--- src/rtl/wdt_pkg.sv ---
package wdt_pkg;
  localparam int ADDR_W = 3;
  localparam int DATA_W = 16;
  localparam int CNT_W  = 10;

  localparam logic [ADDR_W-1:0] A_RESTART = 3'd0;
  localparam logic [ADDR_W-1:0] A_START   = 3'd1;
  localparam logic [ADDR_W-1:0] A_STAT1   = 3'd2;
  localparam logic [ADDR_W-1:0] A_STAT2   = 3'd3;
  localparam logic [ADDR_W-1:0] A_CTRL    = 3'd4;
  localparam logic [ADDR_W-1:0] A_EVTEN   = 3'd5;

  localparam int HALT_BIT   = 11;
  localparam int INH_BIT    = 0;
  localparam int TOUT_BIT   = 3;
  localparam int SECOND_BIT = 1;
  localparam int BOOT_BIT   = 2;
  localparam int EVTEN_BIT  = 13;

  localparam logic [DATA_W-1:0] RESTART_KEY = 16'h0001;
  localparam logic [CNT_W-1:0]  START_MIN   = 10'd4;
  localparam logic [DATA_W-1:0] START_RST   = 16'h0004;
endpackage

--- src/rtl/wdt_prescaler.sv ---
module wdt_prescaler #(
  parameter int unsigned DIV = 8
) (
  input  logic clk,
  input  logic rst_n,
  input  logic run_i,
  input  logic restart_i,
  output logic tick_o
);
  localparam int DW = (DIV > 1) ? $clog2(DIV) : 1;
  localparam logic [DW-1:0] LAST = DW'(DIV - 1);

  logic [DW-1:0] div_q, div_d;
  logic          wrap;

  assign wrap   = (div_q == LAST);
  assign tick_o = run_i && wrap && !restart_i;

  always_comb begin
    div_d = div_q;
    if (restart_i) begin
      div_d = '0;
    end else if (run_i) begin
      div_d = wrap ? '0 : div_q + 1'b1;
    end
  end

  always_ff @(posedge clk or negedge rst_n) begin
    if (!rst_n) begin
      div_q <= '0;
    end else begin
      div_q <= div_d;
    end
  end
endmodule

--- src/rtl/wdt_down_counter.sv ---
module wdt_down_counter
  import wdt_pkg::*;
(
  input  logic             clk,
  input  logic             rst_n,
  input  logic [CNT_W-1:0] start_i,
  input  logic             load_i,
  input  logic             tick_i,
  output logic [CNT_W-1:0] count_o,
  output logic             expire_o
);
  logic [CNT_W-1:0] cnt_q, cnt_d;
  logic             at_zero;

  assign at_zero  = (cnt_q == '0);
  assign expire_o = tick_i && !load_i && at_zero;
  assign count_o  = cnt_q;

  always_comb begin
    cnt_d = cnt_q;
    if (load_i) begin
      cnt_d = start_i;
    end else if (tick_i) begin
      cnt_d = at_zero ? start_i : cnt_q - 1'b1;
    end
  end

  always_ff @(posedge clk or negedge rst_n) begin
    if (!rst_n) begin
      cnt_q <= START_RST[CNT_W-1:0];
    end else begin
      cnt_q <= cnt_d;
    end
  end
endmodule

--- src/rtl/wdt_pulse.sv ---
module wdt_pulse #(
  parameter int unsigned LEN = 1
) (
  input  logic clk,
  input  logic rst_n,
  input  logic fire_i,
  output logic pulse_o
);
  localparam int PW = $clog2(LEN + 1);
  localparam logic [PW-1:0] LOAD = PW'(LEN);

  logic [PW-1:0] left_q, left_d;

  assign pulse_o = (left_q != '0);

  always_comb begin
    left_d = left_q;
    if (fire_i) begin
      left_d = LOAD;
    end else if (pulse_o) begin
      left_d = left_q - 1'b1;
    end
  end

  always_ff @(posedge clk or negedge rst_n) begin
    if (!rst_n) begin
      left_q <= '0;
    end else begin
      left_q <= left_d;
    end
  end
endmodule

--- src/rtl/wdt_regfile.sv ---
module wdt_regfile
  import wdt_pkg::*;
(
  input  logic              clk,
  input  logic              rst_n,
  input  logic              wr_en,
  input  logic [ADDR_W-1:0] addr,
  input  logic [DATA_W-1:0] wr_data,
  input  logic [CNT_W-1:0]  count_i,
  input  logic              expire_i,
  output logic [DATA_W-1:0] rd_data_o,
  output logic              restart_o,
  output logic              halt_o,
  output logic              inhibit_o,
  output logic [DATA_W-1:0] start_o,
  output logic              evt_fire_o,
  output logic              rst_fire_o,
  output logic              stat1_o,
  output logic              boot_o
);
  logic [DATA_W-1:0] start_q, start_d;
  logic halt_q, halt_d, inh_q, inh_d, evten_q, evten_d;
  logic stat1_q, stat1_d, second_q, second_d, boot_q, boot_d;
  logic wr_start, wr_ctrl, wr_evten, wr_stat1, wr_stat2;
  logic start_ok, first_stage, second_stage;

  assign wr_start = wr_en && (addr == A_START);
  assign wr_ctrl  = wr_en && (addr == A_CTRL);
  assign wr_evten = wr_en && (addr == A_EVTEN);
  assign wr_stat1 = wr_en && (addr == A_STAT1);
  assign wr_stat2 = wr_en && (addr == A_STAT2);
  assign restart_o = wr_en && (addr == A_RESTART) && (wr_data == RESTART_KEY);

  assign start_ok     = (wr_data[CNT_W-1:0] >= START_MIN);
  assign first_stage  = expire_i && !stat1_q;
  assign second_stage = expire_i && stat1_q;
  assign evt_fire_o   = first_stage && evten_q;
  assign rst_fire_o   = second_stage && !inh_q;

  always_comb begin
    start_d  = start_q;
    halt_d   = halt_q;
    inh_d    = inh_q;
    evten_d  = evten_q;
    stat1_d  = stat1_q;
    second_d = second_q;
    boot_d   = boot_q;
    if (wr_start && start_ok) start_d = wr_data;
    if (wr_ctrl) begin
      halt_d = wr_data[HALT_BIT];
      inh_d  = wr_data[INH_BIT];
    end
    if (wr_evten) evten_d = wr_data[EVTEN_BIT];
    if (wr_stat1 && wr_data[TOUT_BIT]) stat1_d = 1'b0;
    if (expire_i) stat1_d = 1'b1;
    if (wr_stat2 && wr_data[SECOND_BIT]) second_d = 1'b0;
    if (wr_stat2 && wr_data[BOOT_BIT]) boot_d = 1'b0;
    if (second_stage) second_d = 1'b1;
    if (rst_fire_o) boot_d = 1'b1;
  end

  always_ff @(posedge clk or negedge rst_n) begin
    if (!rst_n) begin
      start_q  <= START_RST;
      halt_q   <= 1'b1;
      inh_q    <= 1'b1;
      evten_q  <= 1'b0;
      stat1_q  <= 1'b0;
      second_q <= 1'b0;
      boot_q   <= 1'b0;
    end else begin
      start_q  <= start_d;
      halt_q   <= halt_d;
      inh_q    <= inh_d;
      evten_q  <= evten_d;
      stat1_q  <= stat1_d;
      second_q <= second_d;
      boot_q   <= boot_d;
    end
  end

  always_comb begin
    rd_data_o = '0;
    case (addr)
      A_RESTART: rd_data_o[CNT_W-1:0] = count_i;
      A_START:   rd_data_o = start_q;
      A_STAT1:   rd_data_o[TOUT_BIT] = stat1_q;
      A_STAT2: begin
        rd_data_o[SECOND_BIT] = second_q;
        rd_data_o[BOOT_BIT]   = boot_q;
      end
      A_CTRL: begin
        rd_data_o[HALT_BIT] = halt_q;
        rd_data_o[INH_BIT]  = inh_q;
      end
      A_EVTEN:   rd_data_o[EVTEN_BIT] = evten_q;
      default:   rd_data_o = '0;
    endcase
  end

  assign halt_o    = halt_q;
  assign inhibit_o = inh_q;
  assign start_o   = start_q;
  assign stat1_o   = stat1_q;
  assign boot_o    = boot_q;
endmodule

--- src/rtl/two_stage_wdt.sv ---
module two_stage_wdt
  import wdt_pkg::*;
#(
  parameter int unsigned PRESCALE_DIV  = 75_000_000,
  parameter int unsigned RST_PULSE_CYC = 16
) (
  input  logic              clk,
  input  logic              rst_n,
  input  logic              wr_en,
  input  logic [ADDR_W-1:0] addr,
  input  logic [DATA_W-1:0] wr_data,
  output logic [DATA_W-1:0] rd_data,
  output logic              evt_req,
  output logic              rst_req
);
  logic              restart, halt, inhibit, tick, expire;
  logic              evt_fire, rst_fire, stat1_flag, boot_flag;
  logic [CNT_W-1:0]  count;
  logic [DATA_W-1:0] start_val;

  wdt_regfile u_regs (
    .clk(clk), .rst_n(rst_n), .wr_en(wr_en), .addr(addr), .wr_data(wr_data),
    .count_i(count), .expire_i(expire), .rd_data_o(rd_data),
    .restart_o(restart), .halt_o(halt), .inhibit_o(inhibit), .start_o(start_val),
    .evt_fire_o(evt_fire), .rst_fire_o(rst_fire),
    .stat1_o(stat1_flag), .boot_o(boot_flag)
  );

  wdt_prescaler #(.DIV(PRESCALE_DIV)) u_presc (
    .clk(clk), .rst_n(rst_n), .run_i(!halt), .restart_i(restart), .tick_o(tick)
  );

  wdt_down_counter u_cnt (
    .clk(clk), .rst_n(rst_n), .start_i(start_val[CNT_W-1:0]), .load_i(restart),
    .tick_i(tick), .count_o(count), .expire_o(expire)
  );

  wdt_pulse #(.LEN(1)) u_evt_pulse (
    .clk(clk), .rst_n(rst_n), .fire_i(evt_fire), .pulse_o(evt_req)
  );

  wdt_pulse #(.LEN(RST_PULSE_CYC)) u_rst_pulse (
    .clk(clk), .rst_n(rst_n), .fire_i(rst_fire), .pulse_o(rst_req)
  );
endmodule

--- config.mk ---
export PLATFORM = sky130hd
export DESIGN_NAME = two_stage_wdt
export DESIGN_NICKNAME = d
export VERILOG_FILES = /design/src/rtl/wdt_pkg.sv /design/src/rtl/wdt_prescaler.sv /design/src/rtl/wdt_down_counter.sv /design/src/rtl/wdt_pulse.sv /design/src/rtl/wdt_regfile.sv /design/src/rtl/two_stage_wdt.sv
export SDC_FILE = /design/constraint.sdc
export NUM_CORES = 1
export LEC_CHECK = 0
export ABC_AREA = 1
export BUFFER_PORTS_ARGS = -buffer_cell sky130_fd_sc_hd__buf_2
export CORE_ASPECT_RATIO = 0.8
export CORE_MARGIN = 10
export CORE_UTILIZATION = 40
export CTS_BUF_LIST = sky130_fd_sc_hd__clkbuf_4 sky130_fd_sc_hd__clkbuf_8
export DETAILED_ROUTE_END_ITERATION = 10
export PLACE_DENSITY_LB_ADDON = 0.08
export SLEW_MARGIN = 30
export SYNTH_ARGS = -nofsm -noshare
export SYNTH_HDL_FRONTEND = slang
export SYNTH_HIERARCHICAL = 1
export SYNTH_SLANG_ARGS = --single-unit
--- constraint.sdc ---
create_clock -name clk -period 2 [get_ports clk]
set_input_delay 0.1 -clock clk [delete_from_list [all_inputs] [get_ports clk]]
set_output_delay 0.1 -clock clk [all_outputs]
set_load 0.005 [all_outputs]
==> results.sh, run 1 <==
export IMPL_path_delay_family="simple AND/OR/NAND/NOR gates"
export IMPL_synthTopCellsByArea="dfrtp_1 38%, nand2_1 19%, nand3_1 8.4%"
export IMPL_p_per_area_nw_per_um2=696
export IMPL_wire_per_inst_um=13.8
export IMPL_hp_class="in -> reg"
export IMPL_drive_gt1_share_pct=22.7
export IMPL_syn_num_nets=612
export IMPL_synth_area_um2=4070
export IMPL_syn_avg_cell_area_um2=6.93
export IMPL_dpl_cell_area_um2=4710
export IMPL_path_cells="ha_2, nand3_2, inv_2, nand2_4, nor2_4, nand3_2, nor2_2, inv_2, nor3_4, nand2_2, nor2_4, inv_4, nand3_2, nand2_1"
export IMPL_tightest_slew_ns=0.413
export IMPL_crit_top_cell="nand3_2"
export IMPL_critPathArrivalTime_ns=2.21
export IMPL_multi_input_area_um2=2150
export IMPL_whs_ns=0.0228
export IMPL_crit_type="reg -> reg"
export IMPL_top_usage_layer="met2"
export IMPL_place_gp_congestion=0.868
export IMPL_synth_top_area_share_pct=37.6
export IMPL_drcViolationCount=0
export IMPL_max_freq_mhz=511
export IMPL_area_growth_pct=27.8
export IMPL_clk_pin_slew_worst_paths_ns=0.08
export IMPL_tritoncts="yes"
export IMPL_post_dp_hpwl_mm=8.45
export IMPL_slowest_delay_ns=0.36
export IMPL_synth_most_common_cell="nand2_1"
export IMPL_portBuffers=39
export IMPL_ff_latch_area_um2=1630
export IMPL_leakage_nw=2.66
export IMPL_skew_ns=0.0120
export IMPL_dieHeight_um=110
export IMPL_vias_per_cell=4.85
export IMPL_ios=40
export IMPL_gr_total_overflow=0
export IMPL_via_count=4056
export IMPL_cp_max_fo=5
export IMPL_first_global_vias=3889
export IMPL_crit_path_end_kind="register"
export IMPL_ant_nets=0
export IMPL_cp_start_kind="register"
export IMPL_cts_buffers=9
export IMPL_grt_use_met3_pct=4.70
export IMPL_ys_types=38
export IMPL_yosysWarnings=6
export IMPL_core_area_um2=9770
export IMPL_die_area_um2=14600
export IMPL_period_needed_ns=1.96
export IMPL_cts_buffer_depth=2
export IMPL_ys_seq_area_share_pct=40.1
export IMPL_hold_violations=0
export IMPL_ctsRootBufferMaster="clkbuf_8"
export IMPL_row_count=32
export IMPL_synthArstFlopShare_pct=100
export IMPL_dr_pass1_iters=5
export IMPL_rsz0062_at_grt="true"
export IMPL_finalCritPeriodShare_pct=97.8
export IMPL_cts_sinks=65
export IMPL_ys_ff_latch=65
export IMPL_synth_edff_count=0
export IMPL_slew_violations=0
export IMPL_ys_flop_type="dfrtp_1"
export IMPL_final_net_count=721
export IMPL_die_w_um=133
export IMPL_htreeDepth=3
export IMPL_drt_iter0_drc=328
export IMPL_start_util_pct=41.6
export IMPL_antenna_found_initial=0
export IMPL_finalPower_mw=3.62
export IMPL_ir_worst_vdd_uv=388
export IMPL_diodes=0
export IMPL_drv_cap=0
export IMPL_cp_slowest_cell="dfrtp_1"
export IMPL_synthCells=587
export IMPL_met2_usage_pct=23.3
export IMPL_final_fill_count=1008
export IMPL_wirelength_mm=11.6
export IMPL_grt_start_max_net_pins=66
export IMPL_run_status="finished clean"
export IMPL_clock_latency_ns=0.37
export IMPL_finish_instance_area_um2=5200
export IMPL_use_met1_pct=23.0
export IMPL_crit_buf_inv=3
export IMPL_yosys_top_cells_count="206 x nand2_1, 73 x nor2_1, 72 x inv_1, 68 x nand3_1, 61 x dfrtp_1"
export IMPL_synth_top_area_cell="dfrtp_1"
export IMPL_setup_viol=0
export IMPL_grt_pass1_wl_mm=19.1
export IMPL_track_usage_pct=16.2
export IMPL_critical_path_required_ns=2.26
export IMPL_slew_headroom_pct=72.5
-- stage by stage --
stage | setup WS, ns | utilization (%) | std cells | TNS [ns]
2_1_floorplan | 0.0133 | - | 587 | 0
3_3_place_gp | 0.0116 | 48.2 | 798 | 0
3_5_place_dp | -0.0847 | 48.2 | 798 | -0.382
4_1_cts | 0.0159 | 52.0 | 831 | 0
5_1_grt | -0.0696 | 53.2 | 837 | -0.310
6_report | 0.0439 | 53.2 | 837 | 0
-- final timing paths --
path	start	endpoint	slack [ns]	depth (start not counted)
setup / recovery	u_presc/div_q[1]	u_rst_pulse/left_q[0]	0.04	14
hold / removal	wr_data[0]	u_regs/start_o[0]	0.02	3
setup reg to reg	u_presc/div_q[1]	u_rst_pulse/left_q[0]	0.04	14
hold reg to reg	u_regs/start_o[2]	u_regs/start_o[2]	0.48	2
max in group asynchronous	rst_n	u_cnt/count_o[2]	1.37	3
min in group asynchronous	rst_n	u_presc/div_q[17]	0.27	3
-- tightest hold or removal path, stage by stage --
cell and delay (ns):
buf_2 0.13, nand3_1 0.08, nand2_1 0.05
-- routing by layer --
metal,part of all wire [%],vias up
met2,42,106
met1,50,1893
met4,1.1,0
li1,-,2046
met5,0,-
met3,7.0,11
-- repair_timing --
action                                  4_1_cts  5_1_grt
endpoints found under the hold margin        78        0
buffers inserted                              1        5
gates cloned                                  0        1
endpoints found under the setup margin        4       17
resized for setup                             1       23
hold buffers                                 16        0
pin swaps                                     3        9
-- layout by cell type, fill, tap and decap left out, types with 6 or more instances in the layout --
cell,synthesis,final
nand2_1,206,204
nor2_1,73,69
inv_1,72,68
nand3_1,68,65
dfrtp_1,61,61
buf_4,1,47
buf_2,3,39
dlygate4sd3_1,0,16
nor2_2,12,13
o21ai_0,11,10
clkbuf_8,1,9
xor2_1,9,9
nand4_1,9,9
nor2_4,5,8
nor3_1,9,8
nand3_2,3,6
-- power by group --
part | switching [mW] | internal (mW) | total, mW
Combinational | 0.464 | 0.376 | 0.840
Sequential | 0.129 | 1.49 | 1.62
Clock | 0.562 | 0.593 | 1.16
-- area by class of cell --
type	instances	share of cell area, %
clock buffer	10	2.53
clock inverter	6	1.32
inverter	77	5.73
multi-input combinational	438	41.4
sequential	65	31.4
tap	136	3.27
timing repair buffer	104	14.2
timing repair inverter	1	0.144
-- state kept, by name (all words and copies together), names as in the netlist --
| signal | count |
|---|---|
| u_presc/div_q | 27 |
| u_evt_pulse/pulse_o | 1 |
| u_rst_pulse/left_q | 5 |
| u_regs/second_q | 1 |
| u_regs/stat1_o | 1 |
| u_regs/halt_o | 1 |
| u_cnt/count_o | 10 |
| u_regs/inhibit_o | 1 |
| u_regs/boot_o | 1 |
| u_regs/evten_q | 1 |
| u_regs/start_o | 16 |
-- logic make-up after synthesis --
kind of cell / Yosys count / synth area share [%]
buffers and inverters: 84 / 8.71
AND/OR/NAND/NOR: 401 / 44.7
AO/OA/AOI/OAI: 22 / 2.92
adder cells (fa/ha/maj): 3 / 0.923
XOR/XNOR: 12 / 2.59
flip-flops: 65 / 40.1
Note: power is estimated with default switching activity, not from simulation.
==> inputs of run 2 (changes only) <==
- CORE_ASPECT_RATIO: 0.8 -> 2
- clock period: 2 -> 1.7 ns (I/O delays scaled with it)
==> run 2 against run 1 <==
Against the previous run:
- the run now ends with negative setup slack left
- flip-flop and latch count unchanged
- clock skew down 0.0020 ns
- final area up 6.4%
- hold slack worse by 0.0096 ns
- first-iteration DRC count down 55%
- utilization up 2.0 points
- critical path type unchanged
==> results.sh, run 2 (same netlist as run 1, synthesis figures left out) <==
export IMPL_r2r_cells=13
export IMPL_die_area_um2=14800
export IMPL_finalPower_mw=4.39
export IMPL_drive_gt1_share_pct=28.7
export IMPL_mostFrequentLayoutCell="nand2_1"
export IMPL_violations="negative setup slack"
export IMPL_ff_latch_area_um2=1630
export IMPL_fin_ws_ns=-0.157
export IMPL_gr_total_overflow=0
export IMPL_run_status="finished with violations"
export IMPL_whs_endpoint="u_regs/start_o[7]"
export IMPL_place_gp_congestion=0.910
export IMPL_first_global_vias=4419
export IMPL_cts_buffers=9
export IMPL_r2r_setup_slack_ns=-0.16
export IMPL_period_needed_ns=1.86
export IMPL_vias_per_cell=4.83
export IMPL_multi_input_area_um2=2210
export IMPL_drt_iter0_drc=148
export IMPL_tightest_slew_ns=0.465
export IMPL_grt_pass1_wl_mm=20.1
export IMPL_grt_start_max_net_pins=66
export IMPL_htreeDepth=3
export IMPL_row_count=52
export IMPL_post_dp_hpwl_mm=9.52
export IMPL_crit_buf_inv=4
export IMPL_slew_violations=0
export IMPL_slew_headroom_pct=69.0
export IMPL_diodes=0
export IMPL_place_ws_ns=-0.303
export IMPL_ir_worst_vdd_uv=515
export IMPL_cp_slowest_cell="dfrtp_1"
export IMPL_drv_cap=0
export IMPL_clk_pin_slew_worst_paths_ns=0.08
export IMPL_drcViolationCount=0
export IMPL_clock_latency_ns=0.35
export IMPL_mostFrequentLayoutCells="201 x nand2_1, 80 x buf_4, 68 x nor2_1"
export IMPL_r2r_end="u_regs/boot_o"
export IMPL_largest_register_ffs=27
export IMPL_die_w_um=91.3
export IMPL_ant_nets=0
export IMPL_skew_ns=0.00997
export IMPL_via_count=4199
export IMPL_hold_depth=3
export IMPL_start_util_pct=40.6
export IMPL_critPathArrivalTime_ns=2.14
export IMPL_ios=40
export IMPL_hold_violations=0
export IMPL_wirelength_mm=12.2
export IMPL_p_per_area_nw_per_um2=794
export IMPL_rsz0062_at_grt="true"
export IMPL_ctsRootBufferMaster="clkbuf_8"
export IMPL_wire_per_inst_um=14.0
export IMPL_finalCritPeriodShare_pct=109
export IMPL_path_cells="ha_2, nand3_2, inv_2, nand2_4, nor2_4, nand3_2, nor2_4, inv_2, nor3_4, nand2_2, buf_4, buf_6, o21ai_2"
export IMPL_cts_sinks=65
export IMPL_critical_path_required_ns=1.98
export IMPL_r2r_start="u_presc/div_q[1]"
export IMPL_setup_viol=10
export IMPL_crit_type="reg -> reg"
export IMPL_portBuffers=39
export IMPL_path_delay_family="simple AND/OR/NAND/NOR gates"
export IMPL_hp_class="in -> reg"
export IMPL_final_net_count=755
export IMPL_cts_buffer_depth=2
export IMPL_dr_pass1_iters=4
export IMPL_cp_max_fo=2
export IMPL_leakage_nw=2.83
export IMPL_top_register="u_presc/div_q"
export IMPL_antenna_found_initial=0
export IMPL_max_freq_mhz=538
export IMPL_hold_start="wr_data[7]"
export IMPL_final_fill_count=1019
export IMPL_dieHeight_um=163
export IMPL_tritoncts="yes"
export IMPL_slowest_delay_ns=0.35
export IMPL_cp_start_kind="register"
export IMPL_fin_util_pct=55.2
export IMPL_crit_path_end_kind="register"
export IMPL_track_usage_pct=16.9
export IMPL_core_area_um2=10000
export IMPL_area_growth_pct=35.9
run 2: cell count changes in the layout (fill, tap and decap cells not counted), moves of 4 or more:
| cell | delta |
|---|---|
| inv_1 | -4 |
| buf_6 | +5 |
| nand3_1 | -4 |
| buf_4 | +33 |
| nand3_2 | +4 |
run 2: cell type report:
type,count,share of cell area [%]
inverters,77,5.43
flip-flops and latches,65,29.5
clock inverters,3,0.724
well taps,135,3.06
repair buffers,139,18.3
clock buffers,13,2.90
multi-input cells,438,40.0
run 2: per-layer routing:
layer	track usage [%]	up-vias	part of all wire [%]
met2	34.1	84	58
met4	11.1	0	5.6
met1	14.0	1964	33
met5	0	-	0
met3	3.32	35	3.1
li1	-	2116	-
run 2: worst max path at each step:
stage | start | to | depth (start not counted)
floorplan | u_presc/div_q[1] | u_rst_pulse/left_q[0] | 14
global placement | u_presc/div_q[1] | u_rst_pulse/left_q[0] | 14
detailed placement | u_presc/div_q[1] | u_rst_pulse/left_q[0] | 14
CTS | u_presc/div_q[1] | u_regs/boot_o | 13
global route | u_presc/div_q[1] | u_rst_pulse/left_q[0] | 14
finish | u_presc/div_q[1] | u_regs/boot_o | 13
run 2: worst register-to-register path, stage by stage (launching register included):
cell and delay [ns]:
dfrtp_1 0.35, ha_2 0.20, nand3_2 0.09, inv_2 0.09, nand2_4 0.06, nor2_4 0.09
nand3_2 0.11, nor2_4 0.14, inv_2 0.06, nor3_4 0.15, nand2_2 0.10, buf_4 0.15
buf_6 0.11, o21ai_2 0.10
run 2: timing repair:
item | 4_1_cts | 5_1_grt
resized for setup | 19 | 22
hold endpoints to repair | 73 | 0
hold buffers | 13 | 0
endpoints found under the setup margin | 18 | 24
pin swaps | 9 | 12
buffers inserted | 15 | 5
run 2: metrics by stage:
stage | cell area, µm² | hold slack, ns | TNS (ns) | instances
after CTS | 5440 | 0.00450 | -1.25 | 867
after detailed placement | 4990 | 0.138 | -3.79 | 831
after global placement | 4990 | 0.136 | -2.07 | 831
after global routing | 5530 | 0.0351 | -3.78 | 870
final | 5530 | 0.0131 | -0.979 | 870
after floorplan | 4100 | -0.211 | -1.37 | 587
run 2: where the power goes:
group,switching (mW),internal (mW),total [mW]
Combinational,0.587,0.547,1.13
Clock,0.604,0.763,1.37
Sequential,0.133,1.75,1.89
Total,1.32,3.06,4.39
